===== config.mk =====
export PLATFORM = sky130hd
export DESIGN_NAME = oc_bank
export DESIGN_NICKNAME = d
export VERILOG_FILES = /design/src/rtl/oc_bank_pkg.sv /design/src/rtl/oc_bank_ctr.sv /design/src/rtl/oc_bank_regs.sv /design/src/rtl/oc_bank_chan.sv /design/src/rtl/oc_bank.sv
export SDC_FILE = /design/constraint.sdc
export NUM_CORES = 1
export LEC_CHECK = 0
export CAP_MARGIN = 20
export CORE_ASPECT_RATIO = 1.1
export CORE_MARGIN = 8
export CORE_UTILIZATION = 50
export CTS_BUF_LIST = sky130_fd_sc_hd__clkbuf_4 sky130_fd_sc_hd__clkbuf_8
export CTS_CLUSTER_DIAMETER = 120
export DETAILED_ROUTE_END_ITERATION = 8
export PLACE_DENSITY = 0.73
export RECOVER_POWER = 25
export SYNTH_ARGS = -nofsm -noshare
export SYNTH_HDL_FRONTEND = slang
export SYNTH_SLANG_ARGS = --single-unit

===== constraint.sdc =====
create_clock -name clk -period 2.6 [get_ports clk]
set_input_delay 0.65 -clock clk [delete_from_list [all_inputs] [get_ports clk]]
set_output_delay 0.65 -clock clk [all_outputs]
set_load 0.005 [all_outputs]

===== src/rtl/oc_bank_pkg.sv =====
package oc_bank_pkg;
   typedef enum logic [1:0] {
      ACT_HOLD = 2'b00,
      ACT_TOG  = 2'b01,
      ACT_LOW  = 2'b10,
      ACT_HIGH = 2'b11
   } act_e;

   localparam int ADR_SEL  = 0;
   localparam int ADR_DIR  = 1;
   localparam int ADR_ACT  = 2;
   localparam int ADR_FRC  = 3;
   localparam int ADR_MSK  = 4;
   localparam int ADR_DAT  = 5;
   localparam int ADR_FLG  = 6;
   localparam int ADR_CNT  = 7;
   localparam int ADR_CMP0 = 8;
endpackage


===== src/rtl/oc_bank_ctr.sv =====
module oc_bank_ctr #(
   parameter int CW = 16
) (
   input  logic          clk,
   input  logic          rst_n,
   output logic [CW-1:0] cnt
);
   always_ff @(posedge clk or negedge rst_n) begin
      if (!rst_n) cnt <= '0;
      else        cnt <= cnt + 1'b1;
   end


   a_r1_count_step: assert property (@(posedge clk) disable iff (!rst_n)
      1'b1 |=> cnt == CW'($past(cnt) + 1'b1));
endmodule


===== src/rtl/oc_bank_regs.sv =====
module oc_bank_regs
   import oc_bank_pkg::*;
#(
   parameter int NCH = 8,
   parameter int CW  = 16,
   parameter int AW  = 4
) (
   input  logic                     clk,
   input  logic                     rst_n,
   input  logic                     we,
   input  logic [AW-1:0]            addr,
   input  logic [CW-1:0]            wdata,
   input  logic [CW-1:0]            cnt,
   input  logic [NCH-1:0]           flags,
   output logic [NCH-1:0]           sel,
   output logic [NCH-1:0]           dir,
   output logic [NCH-1:0]           msk,
   output logic [NCH-1:0]           dat,
   output logic [2*NCH-1:0]         act,
   output logic [NCH-1:0]           frc,
   output logic [NCH-1:0]           clr,
   output logic [NCH-1:0][CW-1:0]   cmp,
   output logic [CW-1:0]            rdata
);
   always_ff @(posedge clk or negedge rst_n) begin
      if (!rst_n) begin
         sel <= '0;
         dir <= '0;
         msk <= '0;
         dat <= '0;
         act <= '0;
         cmp <= '0;
      end else if (we) begin
         case (addr)
            AW'(ADR_SEL): sel <= wdata[NCH-1:0];
            AW'(ADR_DIR): dir <= wdata[NCH-1:0];
            AW'(ADR_ACT): act <= wdata[2*NCH-1:0];
            AW'(ADR_MSK): msk <= wdata[NCH-1:0];
            AW'(ADR_DAT): dat <= wdata[NCH-1:0];
            default: begin
               for (int i = 0; i < NCH; i++)
                  if (addr == AW'(ADR_CMP0 + i)) cmp[i] <= wdata;
            end
         endcase
      end
   end

   assign frc = (we && addr == AW'(ADR_FRC)) ? wdata[NCH-1:0] : '0;
   assign clr = (we && addr == AW'(ADR_FLG)) ? wdata[NCH-1:0] : '0;

   always_comb begin
      rdata = '0;
      case (addr)
         AW'(ADR_SEL): rdata = CW'(sel);
         AW'(ADR_DIR): rdata = CW'(dir);
         AW'(ADR_ACT): rdata = CW'(act);
         AW'(ADR_MSK): rdata = CW'(msk);
         AW'(ADR_DAT): rdata = CW'(dat);
         AW'(ADR_FLG): rdata = CW'(flags);
         AW'(ADR_CNT): rdata = cnt;
         default: begin
            for (int i = 0; i < NCH; i++)
               if (addr == AW'(ADR_CMP0 + i)) rdata = cmp[i];
         end
      endcase
   end

   // only a write to the direction address moves it
   a_r7_dir_untouched: assert property (@(posedge clk) disable iff (!rst_n)
      !(we && addr == AW'(ADR_DIR)) |=> $stable(dir));
   // mask holds its written value
   a_r10_mask_written: assert property (@(posedge clk) disable iff (!rst_n)
      (we && addr == AW'(ADR_MSK)) |=> msk == $past(wdata[NCH-1:0]));
endmodule


===== src/rtl/oc_bank_chan.sv =====
module oc_bank_chan
   import oc_bank_pkg::*;
#(
   parameter int CW = 16
) (
   input  logic          clk,
   input  logic          rst_n,
   input  logic          sel,
   input  act_e          act,
   input  logic [CW-1:0] cnt,
   input  logic [CW-1:0] cmp,
   input  logic          frc,
   input  logic          clr,
   input  logic          mev,
   input  logic          msk,
   input  logic          dat,
   output logic          ev,
   output logic          pin,
   output logic          flag
);
   logic hit, ovr, pin_nx;

   assign hit = sel && (cnt == cmp);
   assign ev  = sel && (hit || frc);
   assign ovr = sel && msk && mev;

   always_comb begin
      pin_nx = pin;
      if (ovr) begin
         pin_nx = dat;
      end else if (ev) begin
         case (act)
            ACT_TOG:  pin_nx = ~pin;
            ACT_LOW:  pin_nx = 1'b0;
            ACT_HIGH: pin_nx = 1'b1;
            default:  pin_nx = pin;
         endcase
      end
   end

   always_ff @(posedge clk or negedge rst_n) begin
      if (!rst_n) begin
         pin  <= 1'b0;
         flag <= 1'b0;
      end else begin
         pin  <= pin_nx;
         flag <= (flag & ~clr) | hit;
      end
   end


   a_r2_force_no_flag: assert property (@(posedge clk) disable iff (!rst_n)
      (frc && !hit && !flag) |=> !flag);

   a_r4_toggle: assert property (@(posedge clk) disable iff (!rst_n)
      (ev && !ovr && act == ACT_TOG) |=> pin != $past(pin));
   // set beats clear
   a_r5_set_wins: assert property (@(posedge clk) disable iff (!rst_n)
      hit |=> flag);

   a_r6_override: assert property (@(posedge clk) disable iff (!rst_n)
      ovr |=> pin == $past(dat));

   a_r8_input_idle: assert property (@(posedge clk) disable iff (!rst_n)
      !sel |=> pin == $past(pin));
endmodule


===== src/rtl/oc_bank.sv =====
module oc_bank
   import oc_bank_pkg::*;
#(
   parameter int NCH = 8,
   parameter int CW  = 16,
   parameter int AW  = 4
) (
   input  logic           clk,
   input  logic           rst_n,
   input  logic           bus_we,
   input  logic [AW-1:0]  bus_addr,
   input  logic [CW-1:0]  bus_wdata,
   output logic [CW-1:0]  bus_rdata,
   output logic [CW-1:0]  cnt_o,
   output logic [NCH-1:0] port_out,
   output logic [NCH-1:0] port_oe,
   output logic [NCH-1:0] flag_o
);
   localparam int MST = NCH - 1;

   generate
      if (NCH < 2 || 2 * NCH > CW || AW < $clog2(ADR_CMP0 + NCH)) begin : g_bad
         $error("oc_bank: parameter set not supported");
      end
   endgenerate

   logic [NCH-1:0]         sel, dir, msk, dat, frc, clr, ev;
   logic [2*NCH-1:0]       act;
   logic [NCH-1:0][CW-1:0] cmp;
   logic [CW-1:0]          cnt;

   oc_bank_ctr #(.CW(CW)) u_ctr (.clk(clk), .rst_n(rst_n), .cnt(cnt));

   oc_bank_regs #(.NCH(NCH), .CW(CW), .AW(AW)) u_regs (
      .clk(clk), .rst_n(rst_n), .we(bus_we), .addr(bus_addr),
      .wdata(bus_wdata), .cnt(cnt), .flags(flag_o),
      .sel(sel), .dir(dir), .msk(msk), .dat(dat), .act(act),
      .frc(frc), .clr(clr), .cmp(cmp), .rdata(bus_rdata)
   );

   generate
      for (genvar i = 0; i < NCH; i++) begin : g_ch
         oc_bank_chan #(.CW(CW)) u_ch (
            .clk(clk), .rst_n(rst_n), .sel(sel[i]),
            .act(act_e'(act[2*i +: 2])), .cnt(cnt), .cmp(cmp[i]),
            .frc(frc[i]), .clr(clr[i]), .mev(ev[MST]),
            .msk(msk[i]), .dat(dat[i]),
            .ev(ev[i]), .pin(port_out[i]), .flag(flag_o[i])
         );
      end
   endgenerate

   assign port_oe = dir | (sel & msk);
   assign cnt_o   = cnt;


   a_r9_reset_quiet: assert property (@(posedge clk)
      !rst_n |-> (port_out == '0 && flag_o == '0 && port_oe == '0));
endmodule


## Yosys cells after proc, flatten, opt, wreduce, memory -nomap -nowiden

Cells that the tools add are included.

| storage, ports and cells | value |
|---|---|
| register bits after elaboration | 208 |

| cells by class | value |
|---|---|
| equality and inequality tests | 47 |
| reduce and logical (&&, ||, !) cells | 81 |
| bitwise gates (word level) | 35 |
| multiplexer cells | 35 |
| add/subtract/negate cells | 1 |

Operator list:

| cell | count |
|---|---|
| 16-bit equality test | 8 |
| 16-bit two-way mux | 8 |
| 16-bit one-hot mux with 7 select lines | 1 |
| 1-bit logical AND | 34 |
| 2-bit equality test, second input constant | 16 |
| 4-bit equality test, second input constant | 8 |
| 4-bit nonzero test | 8 |
| 2-bit AND reduction | 13 |
| 1-bit one-hot mux with 3 select lines | 8 |
| 3-bit AND reduction | 8 |
| 1-bit inverter | 17 |
| 16-bit by 1-bit adder with 16-bit output, second input constant | 1 |
| 2-bit by 1-bit equality test with 1-bit output, second input constant | 8 |
| 4-bit by 3-bit equality test with 1-bit output, second input constant | 4 |
| 1-bit two-way mux | 16 |
| 8-bit two-way mux | 2 |
| 2-bit nonzero test | 8 |
| 1-bit bitwise AND | 8 |
| 8-bit bitwise AND | 1 |
| 4-bit by 2-bit equality test with 1-bit output, second input constant | 2 |
| 1-bit logical OR | 8 |
| 1-bit OR | 8 |
| 8-bit OR | 1 |
| 5-bit OR reduction | 1 |
| other kinds (2) | 2 |

## Logic depth before layout (Yosys ltp)

| logic depth | value |
|---|---|
| depth in word-level cells | 10 |
| mapped depth | 10 |

## Modules after synthesis

From an unflattened synthesis, not the netlist that was laid out.

| second synthesis, totals | value |
|---|---|
| cells, all modules | 1075 |
| area total of the unflattened synthesis | 11982.7 um^2 |

By module, submodules not included:

| module | cells an instance | times used | area each (um^2) |
|---|---|---|---|
| oc_bank_regs | 690 | 1 | 8598.2 |
| oc_bank_chan | 40 | 8 | 327.8 |
| oc_bank_ctr | 57 | 1 | 701.9 |
| oc_bank | 8 | 1 | 60.1 |

## Worst setup path before layout

No wires, ideal clock.

| timing path | value |
|---|---|
| kind | in2out |
| from | input bus_addr[0] |
| to | output bus_rdata[12] |
| required time | 1950 ps |
| path slack | -17 ps |
| buffers on the path | 1 |
| stages on the path | 6 |
| data arrival time | 1967 ps |
| cell sequence | buf_6 > mux4_2 > a221o_1 > nand2_1 > a21oi_1 > or2_1 |

| on the way | value |
|---|---|
| cells in the longest elaborated chain, start to end | 10 |
| elaborated cells between the ends (all ways) | 24 |

RTL lines:

| element | line | source |
|---|---|---|
| start, declared | oc_bank.sv:11 | `input logic [AW-1:0] bus_addr,` |
| 4-bit equality test | oc_bank_regs.sv:63 | `if (addr == AW'(ADR_CMP0 + i)) rdata = cmp[i];` |
| 16-bit two-way mux (8 in a row) | oc_bank_regs.sv:63 |  |
| 16-bit one-hot mux with 7 select lines * | oc_bank_regs.sv:53 | `case (addr)` |
| end, declared | oc_bank.sv:13 | `output logic [CW-1:0] bus_rdata,` |

Mark *: on every way between the ends. The rest lies on a longest branch, timed or not.

## Worst setup path in the final report

| timing path | value |
|---|---|
| from | register u_regs.cmp[63] in the netlist's numbering |
| to | output bus_rdata[15] |

| on the way | value |
|---|---|
| cells in the longest elaborated chain, start to end | 6 |

RTL lines:

| element | line | source |
|---|---|---|
| start, declared | oc_bank_regs.sv:22 | `output logic [NCH-1:0][CW-1:0] cmp,` |
| start signal, assigned by index | oc_bank_regs.sv:42 | `if (addr == AW'(ADR_CMP0 + i)) cmp[i] <= wdata;` |
| 16-bit two-way mux (5 in a row) | oc_bank_regs.sv:63 |  |
| 16-bit one-hot mux with 7 select lines | oc_bank_regs.sv:53 |  |

No other way between the ends.

==> results_dict.tcl <==
set metrics [dict create \
    arrival_ns 2.36 \
    r2r-end "g_ch[0].u_ch.pin" \
    clock_sinks 208 \
    netlist.area_leader.share 0.4306 \
    io_buffers 78 \
    routedWlPerCell_um 25.65 \
    wl_met3_um 3405 \
    place.gp.congestion 1.011 \
    slew_violations 0 \
    setup_viol_count_final 16 \
    ys.flop_type "dfrtp_1" \
    syn_inst 1041 \
    hold_viol 0 \
    slew_headroom 0.01541 \
    syn_area_mm2 0.01209 \
    synth.area.top_cells "dfrtp_1 (43%), mux2_2 (14%), xor2_1 (7.8%), mux4_2 (4.5%), mux2_1 (3.2%)" \
    placed_area_mm2 0.01425 \
    finish.net_count 1339 \
    seq_area_frac_synth 0.4306 \
    clk_pin_slew_worst_paths_ns 0.06 \
    synth-adder-area-share 0.009315 \
    num_vias 10090 \
    dp.cells 1519 \
    drtPass1Iterations 6 \
    fin_skew_ns 0.02059 \
    crit_required_ns 1.95 \
    ant_nets 0 \
    peakVddDrop_mv 0.4383 \
    clock-root-buffer "clkbuf_8" \
    fmax_mhz 332.5 \
    failed_checks "setup timing" \
    cp-start-kind "flip-flop" \
    cellPowerDensity_mw_per_mm2 715.5 \
    overflow 0 \
    rows 59 \
    stdcell_count 1635 \
    final_util 0.6681 \
    wl_met1_um 16810 \
    synth_top_family_by_area "multiplexers" \
    grt_usage 0.2863 \
    yosysTopAreaCell "dfrtp_1" \
    ys_ff_latch 208 \
    cp_slowest_cell "mux4_2" \
    dieArea_mm2 0.02942 \
    synth_fp_nets 1073 \
    synthMuxAreaShare 0.2357 \
    cp-end-kind "output pin" \
    worst_slack_ns -0.4073 \
    cts_tree "built" \
    r2r_cells 6 \
    core_area_mm2 0.02370 \
    area_delta_synth_final_pct 30.96 \
    htree_levels 2 \
    r2r_start "u_ctr.cnt[15]" \
    diodes 0 \
    grt_pass1_vias 10380 \
    critPathMaxStageDelay_ns 0.53 \
    drt_iter0_drc 1125 \
    critical_path_class "flip-flop to output pin" \
    cts_hold_buf 0 \
    synth-xor-area-share 0.1072 \
    vias_per_cell 6.170 \
    synth_simple_gate_area_share 0.09160 \
    synth_compound_area_frac 0.07969 \
    antenna_found_initial 0 \
    power.leakage_nw 7.216 \
    final_area_mm2 0.01583 \
    die-height_um 179.1 \
    syn_avg_cell_area_um2 11.61 \
    outcome "finished, violations left" \
    crit_fanout 2 \
    hpwl_um 29460 \
    die_x_um 164.3 \
    rsz0062_at_grt "yes" \
    regToRegSetupSlack_ns 0.06 \
    ios 79 \
    path_cells "mux4_2 > a221o_1 > nand2_2 > o21ai_1 > or2_1 > buf_2" \
    hold_class "primary input to asynchronous set/reset pin" \
    yosysWarningCount 0 \
    min_period_ns 3.007 \
    ys_types 59 \
    insertion_delay_ns 0.54 \
    grt_pass1_wl_um 63490 \
    period_share 1.157 \
    async_reset_ff_frac 1.000 \
    synth_edf_count 0 \
    tightestPinTransition_ns 1.477 \
    max-clock-path-buffers 3 \
    power_mw 11.33 \
    drive_gt1_frac 0.4286 \
    drc 0 \
    cap_violations 0 \
    top_layer "met4" \
    wl_met2_um 19620 \
    grt_max_degree 55 \
    initial_core_util 0.5102 \
    numCtsBuffers 38 \
    routed_wl_um 41940 \
]
where the power goes:
group          internal [mW]  leakage, nW  switching (mW)
sequential              3.93         2.56           0.742
clock                   2.04        0.434            1.39
combinational           1.78         4.22            1.44
total                   7.75         7.22            3.58
flip-flops by register name (all words and copies together), names as in the netlist:
name            cells
g_ch.u_ch.pin       8
u_regs.dat          8
u_regs.msk          8
u_ctr.cnt          16
u_regs.act         16
u_regs.cmp        128
u_regs.sel          8
g_ch.u_ch.flag      8
u_regs.dir          8
logic make-up (layout without fill, tap and decap cells):
logic type,Yosys count,count (layout)
buffers and inverters,86,375
AND/OR/NAND/NOR,218,218
multiplexers,231,231
XOR/XNOR,142,142
AO/OA/AOI/OAI,147,147
flip-flops,208,208
adder cells (fa/ha/maj),9,9
final cells by class:
class                      instances  area [um2]
fill                            1703        7865
multi-input combinational        747        6590
sequential                       208        5209
timing repair buffer             304        2794
clock buffer                      58       716.9
tap                              305       381.6
clock inverter                     5       100.1
inverter                           8       40.04
repair_timing:
item,CTS,global route
cloned,1,0
resized for setup,161,47
pin swaps,46,41
setup buffers,34,25
endpoints found under the setup margin,18,19
cells in the final DEF, fill, tap and decap left out, types with 7 or more instances in the layout:
master           count
a21o_1               9
a21oi_1             26
a21oi_2              9
buf_12              20
buf_2               14
buf_4              173
buf_6               31
clkbuf_4            13
clkbuf_8            45
clkdlybuf4s50_1     56
dfrtp_1            205
ha_1                 9
mux2_1              34
mux2_2             154
mux2i_1             14
mux4_2              24
nand2_1             72
nand2_2              8
nand3_1             35
nand4_1              7
nor2_1              22
nor2_2              12
nor3_1               9
nor4_1              17
o2111ai_1           12
o21ai_0             26
o21ai_1             22
xnor2_1             27
xnor2_2              7
xor2_1             108
metal layers:
layer,global-route usage,vias to the layer above
met3,0.05581,140
met2,0.4520,559
met4,0.1331,0
met5,0,-
li1,-,4275
met1,0.3749,5114
through the flow:
| step | setup TNS (ns) | setup slack [ns] | hold WS [ns] |
|---|---|---|---|
| after floorplan | 0 | 0.01284 | 0.3544 |
| after global placement | -20.77 | -0.8658 | 0.4862 |
| after detailed placement | -22.45 | -0.8976 | 0.4981 |
| after CTS | -3.855 | -0.4045 | 0.07273 |
| after global routing | -5.825 | -0.4061 | 0.5444 |
| final | -4.029 | -0.4073 | 0.4533 |
cells in the mapped netlist (3+ instances only):
master     count
o21ai_0       37
mux2_1        34
o2111ai_1     12
a221o_1        6
buf_4         43
dfrtp_1      208
nand3_1       36
nand2_1       82
xnor2_2        7
and2_1         3
a21o_1         9
buf_6          7
o31ai_1        3
a21oi_1       35
xor2_1       108
clkbuf_1      11
nand4_1        7
a22oi_1        9
inv_1          7
mux2_2       155
nor4_2         3
nor2_2         9
and3_1         6
o21a_1         3
o21ai_1       13
ha_1           9
mux4_2        24
nor2_1        25
nor3_1        10
buf_2         15
or2_1          4
a22o_1         4
a221oi_1       3
nor4_1        19
xnor2_1       27
nor2b_1        3
mux2i_1       18
worst max-delay path, delay by kind of cell (launching register included):
family / cells / cell delay, ns
AND/OR/NAND/NOR: 2 / 0.35
flip-flops: 1 / 0.39
multiplexers: 1 / 0.53
buffers and inverters: 1 / 0.14
AO/OA/AOI/OAI: 2 / 0.40
worst max path at each step:
| stage | end | depth (start not counted) | slack, ns | start |
|---|---|---|---|---|
| 2_1_floorplan | bus_rdata[12] | 6 | 0.01 | bus_addr[0] |
| 3_5_place_dp | bus_rdata[15] | 11 | -0.90 | bus_addr[2] |
| 6_report | bus_rdata[15] | 6 | -0.41 | u_regs.cmp[63] |
| 3_3_place_gp | bus_rdata[15] | 11 | -0.87 | bus_addr[2] |
| 5_1_grt | bus_rdata[15] | 6 | -0.41 | u_regs.cmp[63] |
| 4_1_cts | bus_rdata[15] | 6 | -0.40 | u_regs.cmp[15] |
(Power assumes the default switching activity.)
